## src/rtl/cwr_pkg.sv

```systemverilog
package cwr_pkg;
   // trailer layout below the address field, LSB at index 0
   localparam int TRAILER_W = 4;
   localparam int POS_FILL  = 0;
   localparam int POS_CLK   = 1;
   localparam int POS_MODE  = 2;
   localparam int POS_RESV  = 3;

   typedef struct packed {
      logic resv;
      logic mode;
      logic clk_sel;
      logic fill;
   } trailer_t;

   function automatic logic trailer_bad(input trailer_t t);
      return t.resv | t.fill;
   endfunction
endpackage

```

## src/rtl/cwr_sync.sv

```systemverilog
module cwr_sync #(
   parameter int          W       = 3,
   parameter int          STAGES  = 2,
   parameter logic [W-1:0] RST_VAL = '0
) (
   input  logic         clk,
   input  logic         rst_n,
   input  logic [W-1:0] d,
   output logic [W-1:0] q
);
   if (STAGES < 2) begin : g_bad_stages
      $error("cwr_sync: STAGES must be at least 2");
   end
   if (W < 1) begin : g_bad_width
      $error("cwr_sync: W must be at least 1");
   end

   logic [STAGES-1:0][W-1:0] stg;

   always_ff @(posedge clk or negedge rst_n) begin
      if (!rst_n) begin
         stg <= {STAGES{RST_VAL}};
      end else begin
         stg <= {stg[STAGES-2:0], d};
      end
   end

   assign q = stg[STAGES-1];
endmodule

```

## src/rtl/cwr_shifter.sv

```systemverilog
module cwr_shifter #(
   parameter int WORD_W = 24,
   localparam int CNT_W = $clog2(WORD_W)
) (
   input  logic              clk,
   input  logic              rst_n,
   input  logic              sclk_s,
   input  logic              csn_s,
   input  logic              dat_s,
   input  logic              busy,
   output logic              word_done,
   output logic [WORD_W-1:0] word
);
   if (WORD_W < 8) begin : g_bad_word
      $error("cwr_shifter: WORD_W too small");
   end

   localparam logic [CNT_W-1:0] LAST = CNT_W'(WORD_W - 1);

   logic             sclk_d;
   logic             rise;
   logic             active;
   logic [CNT_W-1:0] cnt;

   assign rise   = sclk_s & ~sclk_d;
   assign active = ~csn_s & ~busy;

   always_ff @(posedge clk or negedge rst_n) begin
      if (!rst_n) begin
         sclk_d <= 1'b0;
      end else begin
         sclk_d <= sclk_s;
      end
   end

   always_ff @(posedge clk or negedge rst_n) begin
      if (!rst_n) begin
         cnt       <= '0;
         word      <= '0;
         word_done <= 1'b0;
      end else begin
         word_done <= 1'b0;
         if (!active) begin
            cnt  <= '0;
            word <= '0;
         end else if (rise) begin
            word <= {word[WORD_W-2:0], dat_s};
            if (cnt == LAST) begin
               cnt       <= '0;
               word_done <= 1'b1;
            end else begin
               cnt <= cnt + 1'b1;
            end
         end
      end
   end

   AST_CNT_BOUND: assert property (@(posedge clk) disable iff (!rst_n)
      cnt <= LAST);
   AST_BUSY_IDLE: assert property (@(posedge clk) disable iff (!rst_n)
      busy |=> (cnt == '0) && !word_done);
   AST_NO_DONE_OUTSIDE_FRAME: assert property (@(posedge clk) disable iff (!rst_n)
      csn_s |=> !word_done);
endmodule

```

## src/rtl/cwr_decode.sv

```systemverilog
module cwr_decode
   import cwr_pkg::*;
#(
   parameter int DATA_W = 16,
   parameter int ADDR_W = 4,
   localparam int WORD_W = DATA_W + ADDR_W + TRAILER_W
) (
   input  logic              clk,
   input  logic              rst_n,
   input  logic              word_done,
   input  logic [WORD_W-1:0] word,
   input  logic              pin_immed,
   input  logic              pin_extclk,
   output logic              wr_en,
   output logic [ADDR_W-1:0] wr_addr,
   output logic [DATA_W-1:0] wr_data,
   output logic              immed_eff,
   output logic              extclk_eff,
   output logic              fmt_err
);
   trailer_t          trl;
   logic [ADDR_W-1:0] f_addr;
   logic [DATA_W-1:0] f_data;
   logic              mode_q;
   logic              clk_q;

   assign trl    = trailer_t'(word[TRAILER_W-1:0]);
   assign f_addr = word[TRAILER_W +: ADDR_W];
   assign f_data = word[TRAILER_W+ADDR_W +: DATA_W];

   always_ff @(posedge clk or negedge rst_n) begin
      if (!rst_n) begin
         wr_en   <= 1'b0;
         wr_addr <= '0;
         wr_data <= '0;
         mode_q  <= 1'b0;
         clk_q   <= 1'b0;
         fmt_err <= 1'b0;
      end else begin
         wr_en <= word_done;
         if (word_done) begin
            wr_addr <= f_addr;
            wr_data <= f_data;
            mode_q  <= trl.mode;
            clk_q   <= trl.clk_sel;
            if (trailer_bad(trl)) begin
               fmt_err <= 1'b1;
            end
         end
      end
   end

   assign immed_eff  = mode_q | pin_immed;
   assign extclk_eff = clk_q | pin_extclk;

   AST_STROBE_ONE_CYCLE: assert property (@(posedge clk) disable iff (!rst_n)
      wr_en |=> !wr_en);
   AST_FMT_STICKY: assert property (@(posedge clk) disable iff (!rst_n)
      fmt_err |=> fmt_err);
   AST_CTRL_HOLD: assert property (@(posedge clk) disable iff (!rst_n)
      !word_done |=> $stable(mode_q) && $stable(clk_q));
endmodule

```

## src/rtl/cmd_word_rx.sv

```systemverilog
module cmd_word_rx
   import cwr_pkg::*;
#(
   parameter int DATA_W      = 16,
   parameter int ADDR_W      = 4,
   parameter int SYNC_STAGES = 2,
   localparam int WORD_W     = DATA_W + ADDR_W + TRAILER_W
) (
   input  logic              clk,
   input  logic              rst_n,
   input  logic              init_busy,
   input  logic              ser_clk,
   input  logic              ser_csn,
   input  logic              ser_dat,
   input  logic              pin_immed,
   input  logic              pin_extclk,
   output logic              wr_en,
   output logic [ADDR_W-1:0] wr_addr,
   output logic [DATA_W-1:0] wr_data,
   output logic              immed_eff,
   output logic              extclk_eff,
   output logic              fmt_err
);
   if (DATA_W < 1 || ADDR_W < 1) begin : g_bad_fields
      $error("cmd_word_rx: field widths must be positive");
   end

   logic [2:0]        raw;
   logic [2:0]        syn;
   logic              done;
   logic [WORD_W-1:0] word;

   assign raw = {ser_clk, ser_csn, ser_dat};

   cwr_sync #(.W(3), .STAGES(SYNC_STAGES), .RST_VAL(3'b010)) u_sync (
      .clk(clk), .rst_n(rst_n), .d(raw), .q(syn)
   );

   cwr_shifter #(.WORD_W(WORD_W)) u_shift (
      .clk(clk), .rst_n(rst_n),
      .sclk_s(syn[2]), .csn_s(syn[1]), .dat_s(syn[0]),
      .busy(init_busy),
      .word_done(done), .word(word)
   );

   cwr_decode #(.DATA_W(DATA_W), .ADDR_W(ADDR_W)) u_dec (
      .clk(clk), .rst_n(rst_n),
      .word_done(done), .word(word),
      .pin_immed(pin_immed), .pin_extclk(pin_extclk),
      .wr_en(wr_en), .wr_addr(wr_addr), .wr_data(wr_data),
      .immed_eff(immed_eff), .extclk_eff(extclk_eff), .fmt_err(fmt_err)
   );

   AST_BUSY_NO_WRITE: assert property (@(posedge clk) disable iff (!rst_n)
      $past(init_busy) |-> !wr_en);
endmodule

```

## config.mk

```make
export PLATFORM = sky130hd
export DESIGN_NAME = cmd_word_rx
export DESIGN_NICKNAME = d
export VERILOG_FILES = /design/src/rtl/cwr_pkg.sv /design/src/rtl/cwr_sync.sv /design/src/rtl/cwr_shifter.sv /design/src/rtl/cwr_decode.sv /design/src/rtl/cmd_word_rx.sv
export SDC_FILE = /design/constraint.sdc
export NUM_CORES = 1
export LEC_CHECK = 0
export BUFFER_PORTS_ARGS = -buffer_cell sky130_fd_sc_hd__buf_4
export CAP_MARGIN = 10
export CELL_PAD_IN_SITES_DETAIL_PLACEMENT = 0
export CELL_PAD_IN_SITES_GLOBAL_PLACEMENT = 1
export CORE_ASPECT_RATIO = 0.5
export CORE_MARGIN = 8
export CORE_UTILIZATION = 45
export DETAILED_ROUTE_END_ITERATION = 8
export GPL_TIMING_DRIVEN = 0
export PLACE_DENSITY_LB_ADDON = 0.1
export SYNTH_ARGS = -nofsm -noshare
export SYNTH_HDL_FRONTEND = slang
export SYNTH_SLANG_ARGS = --single-unit
```

## constraint.sdc

```tcl
create_clock -name clk -period 1.9 [get_ports clk]
set_clock_uncertainty 0.05 [all_clocks]
set_input_delay 0.475 -clock clk [delete_from_list [all_inputs] [get_ports clk]]
set_output_delay 0.475 -clock clk [all_outputs]
set_load 0.05 [all_outputs]
```

==> metrics.md <==
| Metric | Value |
|---|---|
| CP max stage cell | `dfrtp_1` |
| Initial Util | `46.7%` |
| Fin nets | `244` |
| Startpoint types | `flop` |
| WP data required | `1.37 ns` |
| Distinct cell type count after synthesis | `23` |
| Max-cap violation count | `0` |
| Status | `finished clean` |
| Power Dens Cells | `1050 nW/um^2` |
| Die footprint | `7800 sq um` |
| Max_slew headroom | `50.5%` |
| H-tree depth | `3` |
| Fmax | `587 MHz` |
| CP endpoint | `immed_eff` |
| Setup Crit Path Kind | `flop to output pin` |
| R2R Path Start | `u_shift.cnt[0]` |
| Starting DRT DRC Count | `48` |
| Root buf cell | `clkbuf_8` |
| Initial antenna violation count | `0` |
| Die Height | `66.6 um` |
| Final core occ | `58.2%` |
| Maximum vdd drop | `0.650 mV` |
| Syn nets | `202` |
| Total clock sinks | `61` |
| CP peak stage delay | `0.39 ns` |
| Yosys reg bits | `61` |
| Setup ws final | `0.195 ns` |
| NetSw | `0.688 mW` |
| Stages on worst setup path | `2` |
| Synth warn | `0` |
| Reg2reg end | `u_shift.cnt[4]` |
| I/O Buffers | `31` |
| Layout cells sized above 1 | `34.2%` |
| Comb pwr share | `7.9%` |
| Gr ovfl total | `0` |
| N_diodes | `0` |
| RSZ-0062 raised after global routing | `no` |
| DP Worst Slack | `0.325 ns` |
| Crit path DAT | `1.18 ns` |
| Layout fillers | `444` |
| Endpoint type of the worst setup path | `output pin` |
| Number of core rows | `18` |
| Vias | `1507` |
| Post_cts resized | `0` |
| Sequential Power Share | `45.0%` |
| Yosys top cell by area | `dfrtp_1` |
| DRC | `0` |
| Number of synthesized flops with an enable pin | `0` |
| DR vias/cell | `4.86` |
| Worst Setup SP | `u_dec.mode_q` |
| Primary FF master, synth | `dfrtp_1` |
| Setup violators final | `0` |
| HP Class | `input pin to async pin` |
| Main area contributors after synthesis | `dfrtp_1 64%, mux2_2 11%, nand2_1 8.5%` |
| CTS tree | `done` |
| Mapped Avg Cell Area | `11.9 sq um` |
| Final Max Slew Viols | `0` |
| Cts hold-fix bufs | `0` |
| GRT Util Overall | `12.1%` |
| Sw frac | `22.9%` |
| Final WL | `4.26 mm` |
| Cell family with most CP delay | `flip-flops` |
| Critical path buffer and inverter count | `1` |
| Area share of the largest cell type after synthesis | `64.1%` |
| Clk Latency, worst-skew pair | `0.33 ns` |
| Reg clk slew, reported paths | `0.07 ns` |
| Max Root-Sink Buffers | `2` |
| R2R setup slack | `0.45 ns` |
| Pleak | `1.30 nW` |
| Largest net degree at the start of global routing | `62` |
| Post-CTS setup buffers | `0` |
| Synthesis-to-finish area growth | `24.6%` |
| Core Region | `4930 sq um` |
| Top cells by count, synth | `59 x dfrtp_1, 52 x nand2_1, 27 x a21oi_1` |
| Initial DRT Pass Iterations | `4` |
| Worst slew pin tran | `0.743 ns` |
| First-pass GRT wire length | `7.13 mm` |
| CP max FO | `2` |
| Vias in the first global route | `1488` |
| Setup TNS | `0 ns` |
| Register area share after synthesis | `66.4%` |
| Clock Power Share | `47.1%` |
| CP Cell Sequence | `or2_2 -> buf_4` |
| Wire per inst | `13.7 um` |
| Top-Level Pins | `32` |
| Final Hold Viols | `0` |
| Antenna Nets Post-Route | `0` |
| Die Span X | `117 um` |
| DP HPWL | `2.83 mm` |
| Hold Slack | `0.170 ns` |
| Fin crit share | `89.7%` |
| Period minus WS final | `1.70 ns` |
| Gate count of the mapped netlist | `193` |
| Cell with the most instances after synthesis | `dfrtp_1` |
| FFs w/ async S/R, synth | `100%` |
| Mapped Area | `2300 sq um` |
| TritonCTS buffer count | `9` |
| Final RePlAce weighted congestion | `0.727` |
| Internal power | `2.31 mW` |
| Worst-case reg-to-reg path depth | `4` |
cells in the final DEF, fill, tap and decap left out:
| cell type | netlist | final |
|---|---|---|
| a21oi_1 | 27 | 27 |
| buf_2 | 6 | 6 |
| buf_4 | 1 | 32 |
| bufinv_16 | 0 | 3 |
| clkbuf_1 | 4 | 4 |
| clkbuf_8 | 0 | 10 |
| clkinv_2 | 0 | 2 |
| dfrtp_1 | 59 | 59 |
| dfstp_2 | 2 | 2 |
| ha_1 | 1 | 1 |
| inv_6 | 0 | 1 |
| mux2_2 | 22 | 22 |
| nand2_1 | 52 | 52 |
| nand2b_1 | 2 | 2 |
| nand3_1 | 1 | 1 |
| nand3b_1 | 2 | 2 |
| nand4b_1 | 1 | 1 |
| nor2_1 | 1 | 1 |
| nor2b_1 | 1 | 1 |
| nor3_1 | 1 | 1 |
| nor4b_1 | 1 | 1 |
| o21a_1 | 1 | 1 |
| o21ai_0 | 2 | 2 |
| o21ba_2 | 1 | 1 |
| or2_2 | 3 | 3 |
| or4b_1 | 1 | 1 |
| xor2_1 | 1 | 1 |
per-layer routing:
layer | share of wire [%] | GRT usage (%) | vias up
li1 | - | - | 729
met5 | 0 | 0 | -
met4 | 1.1 | 4.74 | 0
met3 | 6.1 | 5.59 | 6
met1 | 48 | 14.4 | 744
met2 | 45 | 18.8 | 28
worst reg2reg max path, cell delays in order (launching register included):
cell and delay (ns):
dfrtp_1 0.39, ha_1 0.21, nand2_1 0.08, or4b_1 0.51, a21oi_1 0.14
power groups by stage:
stage / Sequential (mW) / Clock, mW / Combinational, mW
final: 1.35 / 1.41 / 0.238
after floorplan: 1.46 / 0 / 0.0644
after CTS: 1.35 / 1.45 / 0.244
after detailed placement: 1.38 / 0 / 0.244
after global routing: 1.35 / 1.51 / 0.256
after global placement: 1.37 / 0 / 0.243
sequential cells by signal (all words and copies together) (netlist names), 3 cells and up:
| register | flops |
|---|---|
| u_shift.cnt | 5 |
| u_sync.q | 3 |
| u_dec.wr_addr | 4 |
| u_sync.stg | 3 |
| u_shift.word | 24 |
| u_dec.wr_data | 16 |
how the worst min path moves through the flow:
stage,endpoint
2_1_floorplan,u_dec.clk_q
3_3_place_gp,u_sync.q[2]
3_5_place_dp,u_sync.q[2]
4_1_cts,u_sync.stg[0]
5_1_grt,u_sync.stg[2]
6_report,u_dec.wr_en
per-stage QoR:
step | cells | instance area [sq um] | power [mW]
floorplan | 193 | 2300 | 1.52
global placement | 294 | 2620 | 1.62
detailed placement | 294 | 2620 | 1.62
CTS | 310 | 2870 | 3.05
global route | 310 | 2870 | 3.12
finish | 310 | 2870 | 3.00
layout make-up:
class	instances	area, sq um	share of cell area, %
clock inverters	6	109	3.79
flip-flops and latches	61	1530	53.3
clock buffers	10	138	4.80
plain buffers	11	52.6	1.83
multi-input cells	121	721	25.1
repair buffers	31	233	8.11
well taps	70	87.6	3.05
cells by family (layout without fill, tap and decap cells):
group                      after synthesis  in the layout  synth area share, %
DFF                                     61             61                 66.4
and+or+nand+nor                         66             66                 12.6
adders and majority gates                1              1                0.543
AOI/OAI and AO/OA                       31             31                 7.07
xor gates and xnor gates                 1              1                0.381
muxes                                   22             22                 10.8
buffers and inverters                   11             58                 2.28
(Power assumes the default switching activity.)
